[src/rtl/wbb_pkg.sv]
package wbb_pkg;
  typedef enum logic {
    WB_IMMEDIATE = 1'b0,
    WB_BATCH     = 1'b1
  } wb_mode_e;
endpackage

[src/rtl/wbb_mode_sel.sv]
module wbb_mode_sel
  import wbb_pkg::*;
#(
  parameter int THR_W = 2,
  parameter int DLY_W = 16
) (
  input  logic [THR_W-1:0] thr,
  input  logic [DLY_W-1:0] pkt_dly,
  input  logic [DLY_W-1:0] abs_dly,
  output wb_mode_e         mode
);
  // Batching needs a non-zero threshold and both delay timers running.
  always_comb begin
    if ((|thr) && (|pkt_dly) && (|abs_dly)) mode = WB_BATCH;
    else                                    mode = WB_IMMEDIATE;
  end
endmodule

[src/rtl/wbb_run_track.sv]
module wbb_run_track #(
  parameter int DEPTH = 16,
  parameter int IDX_W = 4,
  parameter int CNT_W = 5
) (
  input  logic             clk,
  input  logic             rst_n,
  input  logic             cmpl_vld,
  input  logic             cmpl_rs,
  input  logic [IDX_W-1:0] cmpl_idx,
  input  logic             done_acc,
  input  logic [CNT_W-1:0] done_cnt,
  input  logic             drop_ok,
  output logic [IDX_W-1:0] start_nxt,
  output logic [CNT_W-1:0] acc_nxt,
  output logic [CNT_W-1:0] rs_nxt,
  output logic [CNT_W-1:0] acc_q
);
  localparam int SUM_W = CNT_W + 1;

  logic [IDX_W-1:0] start_q;
  logic [CNT_W-1:0] rs_q;
  logic [IDX_W-1:0] start_a;
  logic [CNT_W-1:0] acc_a, rs_a;
  logic [SUM_W-1:0] sum;
  logic             upd_en;

  always_comb begin
    // stage 1: retire the finished burst
    acc_a   = acc_q;
    start_a = start_q;
    rs_a    = rs_q;
    sum     = SUM_W'(start_q) + SUM_W'(done_cnt);
    if (sum >= SUM_W'(DEPTH)) sum = sum - SUM_W'(DEPTH);
    if (done_acc) begin
      acc_a   = acc_q - done_cnt;
      start_a = sum[IDX_W-1:0];
      rs_a    = (rs_q > done_cnt) ? (rs_q - done_cnt) : '0;
    end
    // stage 2: add the new completion
    acc_nxt   = acc_a;
    start_nxt = start_a;
    rs_nxt    = rs_a;
    if (cmpl_vld) begin
      if (acc_a == '0) begin
        if (cmpl_rs) begin
          start_nxt = cmpl_idx;
          acc_nxt   = CNT_W'(1);
          rs_nxt    = CNT_W'(1);
        end
      end else begin
        acc_nxt = acc_a + CNT_W'(1);
        if (cmpl_rs) rs_nxt = acc_a + CNT_W'(1);
      end
    end
    // stage 3: in immediate mode a tail without report status is not kept
    if (drop_ok && (rs_nxt == '0)) acc_nxt = '0;
  end

  assign upd_en = done_acc | cmpl_vld | drop_ok;

  always_ff @(posedge clk or negedge rst_n) begin
    if (!rst_n) begin
      start_q <= '0;
      acc_q   <= '0;
      rs_q    <= '0;
    end else if (upd_en) begin
      start_q <= start_nxt;
      acc_q   <= acc_nxt;
      rs_q    <= rs_nxt;
    end
  end
endmodule

[src/rtl/wbb_issue.sv]
module wbb_issue
  import wbb_pkg::*;
#(
  parameter int DEPTH = 16,
  parameter int IDX_W = 4,
  parameter int CNT_W = 5,
  parameter int THR_W = 2
) (
  input  logic             clk,
  input  logic             rst_n,
  input  wb_mode_e         mode,
  input  logic [THR_W-1:0] thr,
  input  logic             flush_stb,
  input  logic             burst_done,
  input  logic [IDX_W-1:0] start_nxt,
  input  logic [CNT_W-1:0] acc_nxt,
  input  logic [CNT_W-1:0] rs_nxt,
  output logic             wb_req,
  output logic [IDX_W-1:0] wb_start,
  output logic [CNT_W-1:0] wb_cnt,
  output logic             done_acc
);
  logic             req_q, req_d;
  logic [IDX_W-1:0] start_q, start_d;
  logic [CNT_W-1:0] cnt_q, cnt_d;
  logic             force_q, force_d;
  logic             force_eff, clip;
  logic [CNT_W-1:0] seg, want, cut;

  assign done_acc  = req_q & burst_done;
  assign force_eff = force_q | flush_stb;
  assign seg       = CNT_W'(DEPTH) - CNT_W'(start_nxt);

  always_comb begin
    if (mode == WB_BATCH)
      want = (force_eff || (acc_nxt >= CNT_W'(thr))) ? acc_nxt : '0;
    else
      want = rs_nxt;
    clip = (want > seg);
    cut  = clip ? seg : want;
  end

  always_comb begin
    req_d   = req_q;
    start_d = start_q;
    cnt_d   = cnt_q;
    force_d = force_q;
    if (!req_q) begin
      if (want != '0) begin
        req_d   = 1'b1;
        start_d = start_nxt;
        cnt_d   = cut;
        force_d = clip;
      end else begin
        force_d = 1'b0;
      end
    end else begin
      force_d = force_eff;
      if (burst_done) req_d = 1'b0;
    end
  end

  always_ff @(posedge clk or negedge rst_n) begin
    if (!rst_n) begin
      req_q   <= 1'b0;
      start_q <= '0;
      cnt_q   <= '0;
      force_q <= 1'b0;
    end else begin
      req_q   <= req_d;
      force_q <= force_d;
      if (!req_q) begin
        start_q <= start_d;
        cnt_q   <= cnt_d;
      end
    end
  end

  assign wb_req   = req_q;
  assign wb_start = start_q;
  assign wb_cnt   = cnt_q;
endmodule

[src/rtl/wb_burst_ctrl.sv]
module wb_burst_ctrl
  import wbb_pkg::*;
#(
  parameter int DEPTH = 16,
  parameter int THR_W = 2,
  parameter int DLY_W = 16,
  localparam int IDX_W = $clog2(DEPTH),
  localparam int CNT_W = $clog2(DEPTH + 1)
) (
  input  logic             clk,
  input  logic             rst_n,
  input  logic             cmpl_vld,
  input  logic             cmpl_rs,
  input  logic [IDX_W-1:0] cmpl_idx,
  input  logic [THR_W-1:0] wb_thresh,
  input  logic [DLY_W-1:0] pkt_dly,
  input  logic [DLY_W-1:0] abs_dly,
  input  logic             flush_stb,
  input  logic             burst_done,
  output logic             wb_req,
  output logic [IDX_W-1:0] wb_start,
  output logic [CNT_W-1:0] wb_cnt,
  output logic [CNT_W-1:0] pend_cnt
);
  logic             rst_meta, rst_sync_n;
  wb_mode_e         mode;
  logic [IDX_W-1:0] start_nxt;
  logic [CNT_W-1:0] acc_nxt, rs_nxt;
  logic             done_acc, drop_ok;

  // asynchronous assert, synchronous release
  always_ff @(posedge clk or negedge rst_n) begin
    if (!rst_n) begin
      rst_meta   <= 1'b0;
      rst_sync_n <= 1'b0;
    end else begin
      rst_meta   <= 1'b1;
      rst_sync_n <= rst_meta;
    end
  end

  wbb_mode_sel #(.THR_W(THR_W), .DLY_W(DLY_W)) u_mode (
    .thr(wb_thresh), .pkt_dly(pkt_dly), .abs_dly(abs_dly), .mode(mode)
  );

  assign drop_ok = (mode == WB_IMMEDIATE) && !wb_req;

  wbb_run_track #(.DEPTH(DEPTH), .IDX_W(IDX_W), .CNT_W(CNT_W)) u_run (
    .clk(clk), .rst_n(rst_sync_n),
    .cmpl_vld(cmpl_vld), .cmpl_rs(cmpl_rs), .cmpl_idx(cmpl_idx),
    .done_acc(done_acc), .done_cnt(wb_cnt), .drop_ok(drop_ok),
    .start_nxt(start_nxt), .acc_nxt(acc_nxt), .rs_nxt(rs_nxt), .acc_q(pend_cnt)
  );

  wbb_issue #(.DEPTH(DEPTH), .IDX_W(IDX_W), .CNT_W(CNT_W), .THR_W(THR_W)) u_iss (
    .clk(clk), .rst_n(rst_sync_n), .mode(mode), .thr(wb_thresh),
    .flush_stb(flush_stb), .burst_done(burst_done),
    .start_nxt(start_nxt), .acc_nxt(acc_nxt), .rs_nxt(rs_nxt),
    .wb_req(wb_req), .wb_start(wb_start), .wb_cnt(wb_cnt), .done_acc(done_acc)
  );
endmodule

[config.mk]
export PLATFORM = sky130hd
export DESIGN_NAME = wb_burst_ctrl
export DESIGN_NICKNAME = d
export VERILOG_FILES = /design/src/rtl/wbb_pkg.sv /design/src/rtl/wbb_mode_sel.sv /design/src/rtl/wbb_run_track.sv /design/src/rtl/wbb_issue.sv /design/src/rtl/wb_burst_ctrl.sv
export SDC_FILE = /design/constraint.sdc
export NUM_CORES = 1
export LEC_CHECK = 0
export BUFFER_PORTS_ARGS = -buffer_cell sky130_fd_sc_hd__buf_2
export CAP_MARGIN = 20
export CORE_MARGIN = 3
export CORE_UTILIZATION = 50
export CTS_CLUSTER_DIAMETER = 50
export DETAILED_ROUTE_END_ITERATION = 10
export GPL_ROUTABILITY_DRIVEN = 0
export PLACE_DENSITY = 0.89
export SLEW_MARGIN = 5
export SYNTH_ARGS = -nofsm -noshare
export SYNTH_HDL_FRONTEND = slang
export SYNTH_HIERARCHICAL = 1
export SYNTH_SLANG_ARGS = --single-unit
[constraint.sdc]
create_clock -name clk -period 1.03 [get_ports clk]
set_clock_uncertainty 0.2 [all_clocks]
set_input_delay 0.206 -clock clk [delete_from_list [all_inputs] [get_ports clk]]
set_output_delay 0.206 -clock clk [all_outputs]
set_load 0.02 [all_outputs]
==> results_dict.tcl <==
set metrics [dict create \
    status "finished, violations left" \
    async_reset_ff_share_pct 100 \
    start_kind "register" \
    grt_util_all_layers_pct 43.0 \
    cts_hold_buffers 1 \
    cpMostUsedCell "buf_4" \
    coreArea_um2 4910 \
    dr.pass1.iters 8 \
    violations "hold timing, setup timing" \
    dieArea_um2 6210 \
    fin_area_um2 4530 \
    cts_buffer_depth 2 \
    io_pins 59 \
    syn_area_um2 2650 \
    fin_crit_sh_pct 574 \
    ys_seq_elements 27 \
    period_needed_ns 5.92 \
    setup_viol 40 \
    grt_max_degree 23 \
    grt_pass1_vias 3733 \
    die_h_um 78.8 \
    area.growth.synth_to_final_pct 70.7 \
    synth_cell_type_count 69 \
    wl_per_cell_um 30.5 \
    postPlaceCellArea_um2 3760 \
    final_hold_viol_count 4 \
    place_hpwl_um 7320 \
    drive_gt1_share_pct 58.1 \
    initial_core_util_pct 54.0 \
    max_slew_margin_pct 46.1 \
    drc 0 \
    ys_warn_count 6 \
    syn_inst 285 \
    path_buf_inv 6 \
    drt_iter0_markers 901 \
    mostFrequentLayoutCells "92 x buf_4, 43 x buf_2, 35 x buf_6" \
    portBuffers 58 \
    clk_latency_ns 0.31 \
    min_path_type "primary input to register" \
    required_ns 1.03 \
    antenna_found_initial 0 \
    clkSlewWorstSetupHoldPaths_ns 0.12 \
    drtAntennaViolNets 0 \
    maxCapViolCount 0 \
    cts_num_sinks 27 \
    root_buffer "clkbuf_8" \
    viasPerCell 7.43 \
    die_x_um 78.8 \
    hold_ws_ns -0.0364 \
    final_common_cell "buf_4" \
    crit_type "register to register" \
    end_kind "register" \
    seq_area_frac_synth_pct 25.5 \
    slowest_stage "dfrtp_1" \
    path_delay_family "compound AO/OA/AOI/OAI gates" \
    wl_um 16000 \
    rsz0062_at_grt "true" \
    slowest_delay_ns 0.44 \
    ys.flop_type "dfrtp_1" \
    cts_tree "built" \
    synth.net_count 354 \
    core.rowCount 25 \
    arrival_ns 5.92 \
    fill_cells 134 \
    worst_slack_ns -4.89 \
    grt_pass1_wl_um 20200 \
    slew_viol_final 0 \
    critPathMaxFanout 5 \
    ctsHtreeMaxLevel 1 \
    avgSynthCellArea_um2 9.30 \
    timing.fmax_ghz 0.169 \
    cts_buffers 3 \
    layout.nets 528 \
    n_antenna_cell 0 \
    grt-ovfl-total 0 \
    synth-edff-count 0 \
    vias 3899 \
    worst_pin_slew_ns 0.800 \
]
==> cell usage after synthesis, drive strengths merged (2+ instances only) <==
cell,n,area share (%)
mux2,16,8.2
a21oi,27,5.2
dfrtp,27,25
nor2b,4,0.94
a31oi,4,1.2
fa,3,2.3
nand2,17,2.4
or3b,2,0.66
nand3,7,1.3
nor4,8,2.1
mux2i,9,3.4
xnor2,7,2.3
inv,26,3.7
xor2,6,2.0
o21a,2,0.57
a22oi,3,0.85
clkbuf,4,0.57
o311ai,2,0.66
a211oi,3,0.85
o21ai,15,3.3
nor3,6,2.0
a211o,2,0.66
o211ai,2,0.76
ha,22,10
a21o,7,2.3
and3b,2,0.71
nand2b,5,1.2
buf,5,1.3
nor2,13,1.9
a2bb2oi,2,0.66
nand4,3,0.71
==> sequential cells by signal (all words and copies together) (netlist names) <==
name and flops:
u_iss/wb_req 1, u_run/rs_q 5, rst_meta 1, rst_sync_n 1, u_iss/wb_start 4, u_iss/force_q 1, u_run/start_q 4, u_run/acc_q 5
u_iss/wb_cnt 5
==> kinds of logic after synthesis <==
group                    synth area share (%)
multiplexers                             11.6
XOR/XNOR                                 5.14
flip-flops                               25.5
adder cells (fa/ha/maj)                  12.6
other                                   0.141
AND/OR/NAND/NOR                          17.7
AO/OA/AOI/OAI                            21.8
buffers and inverters                    5.52
==> routing by layer <==
metal / vias up / share of wire [%] / global-route usage, %
li1: 1393 / - / -
met1: 1730 / 31 / 49.1
met2: 551 / 41 / 71.0
met3: 225 / 15 / 8.16
met4: 0 / 12 / 32.8
met5: - / 0 / 0
==> final timing paths <==
check                           slack, ns  depth (start not counted)          endpoint           from
worst max-delay path                -4.89                         25   u_iss/wb_cnt[3]  u_run/rs_q[0]
min in group asynchronous            0.03                          1      u_iss/wb_req     rst_sync_n
worst min register to register       0.03                          1      u_iss/wb_req     rst_sync_n
worst min-delay path                -0.04                          3  u_run/start_q[1]    cmpl_idx[1]
max in group asynchronous            0.41                          1    u_run/acc_q[0]     rst_sync_n
worst max register to register      -4.89                         25   u_iss/wb_cnt[3]  u_run/rs_q[0]
==> layout make-up <==
type	count	area, um2	share of cell area (%)
tap	67	83.8	1.85
inverter	26	110	2.43
multi-input combinational	223	2150	47.4
clock inverter	1	8.76	0.193
sequential	27	683	15.1
clock buffer	3	41.3	0.912
timing repair buffer	178	1450	32.1
==> worst register-to-register path, cell delays in order, from the launching register on <==
cell	delay (ns)
dfrtp_1	0.44
inv_1	0.12
ha_1	0.20
inv_1	0.08
fa_2	0.36
a21o_1	0.20
a21o_1	0.22
xor2_1	0.17
a211oi_2	0.26
buf_4	0.19
mux2i_4	0.10
nor4b_4	0.36
buf_4	0.20
a2bb2oi_2	0.08
inv_2	0.08
ha_4	0.20
or2b_1	0.29
a2111oi_4	0.41
nor2_2	0.12
ha_4	0.18
a211o_1	0.25
a221o_1	0.36
buf_4	0.18
a21oi_2	0.16
a31oi_1	0.08
mux2_4	0.32
==> what timing repair did <==
item / 4_1_cts / 5_1_grt
endpoints found under the hold margin: 7 / 4
cloned: 2 / 0
pin swaps: 16 / 12
setup buffers: 27 / 20
endpoints found under the setup margin: 40 / 40
resized for setup: 73 / 41
==> stage by stage <==
stage | hold slack (ns) | instances | setup TNS (ns) | setup slack, ns | utilization (%)
finish | -0.0364 | 525 | -87.25 | -4.89 | 92.2
global route | -0.0590 | 525 | -88.51 | -4.92 | 92.2
CTS | -0.0814 | 517 | -78.25 | -4.48 | 88.1
detailed placement | -0.206 | 487 | -72.54 | -4.66 | 76.6
global placement | -0.210 | 487 | -67.18 | -4.28 | 76.6
floorplan | -0.290 | 285 | -66.81 | -4.51 | -
Power is not shown: default switching activity piles up to over one toggle a cycle in this logic, so the estimate is an artifact.
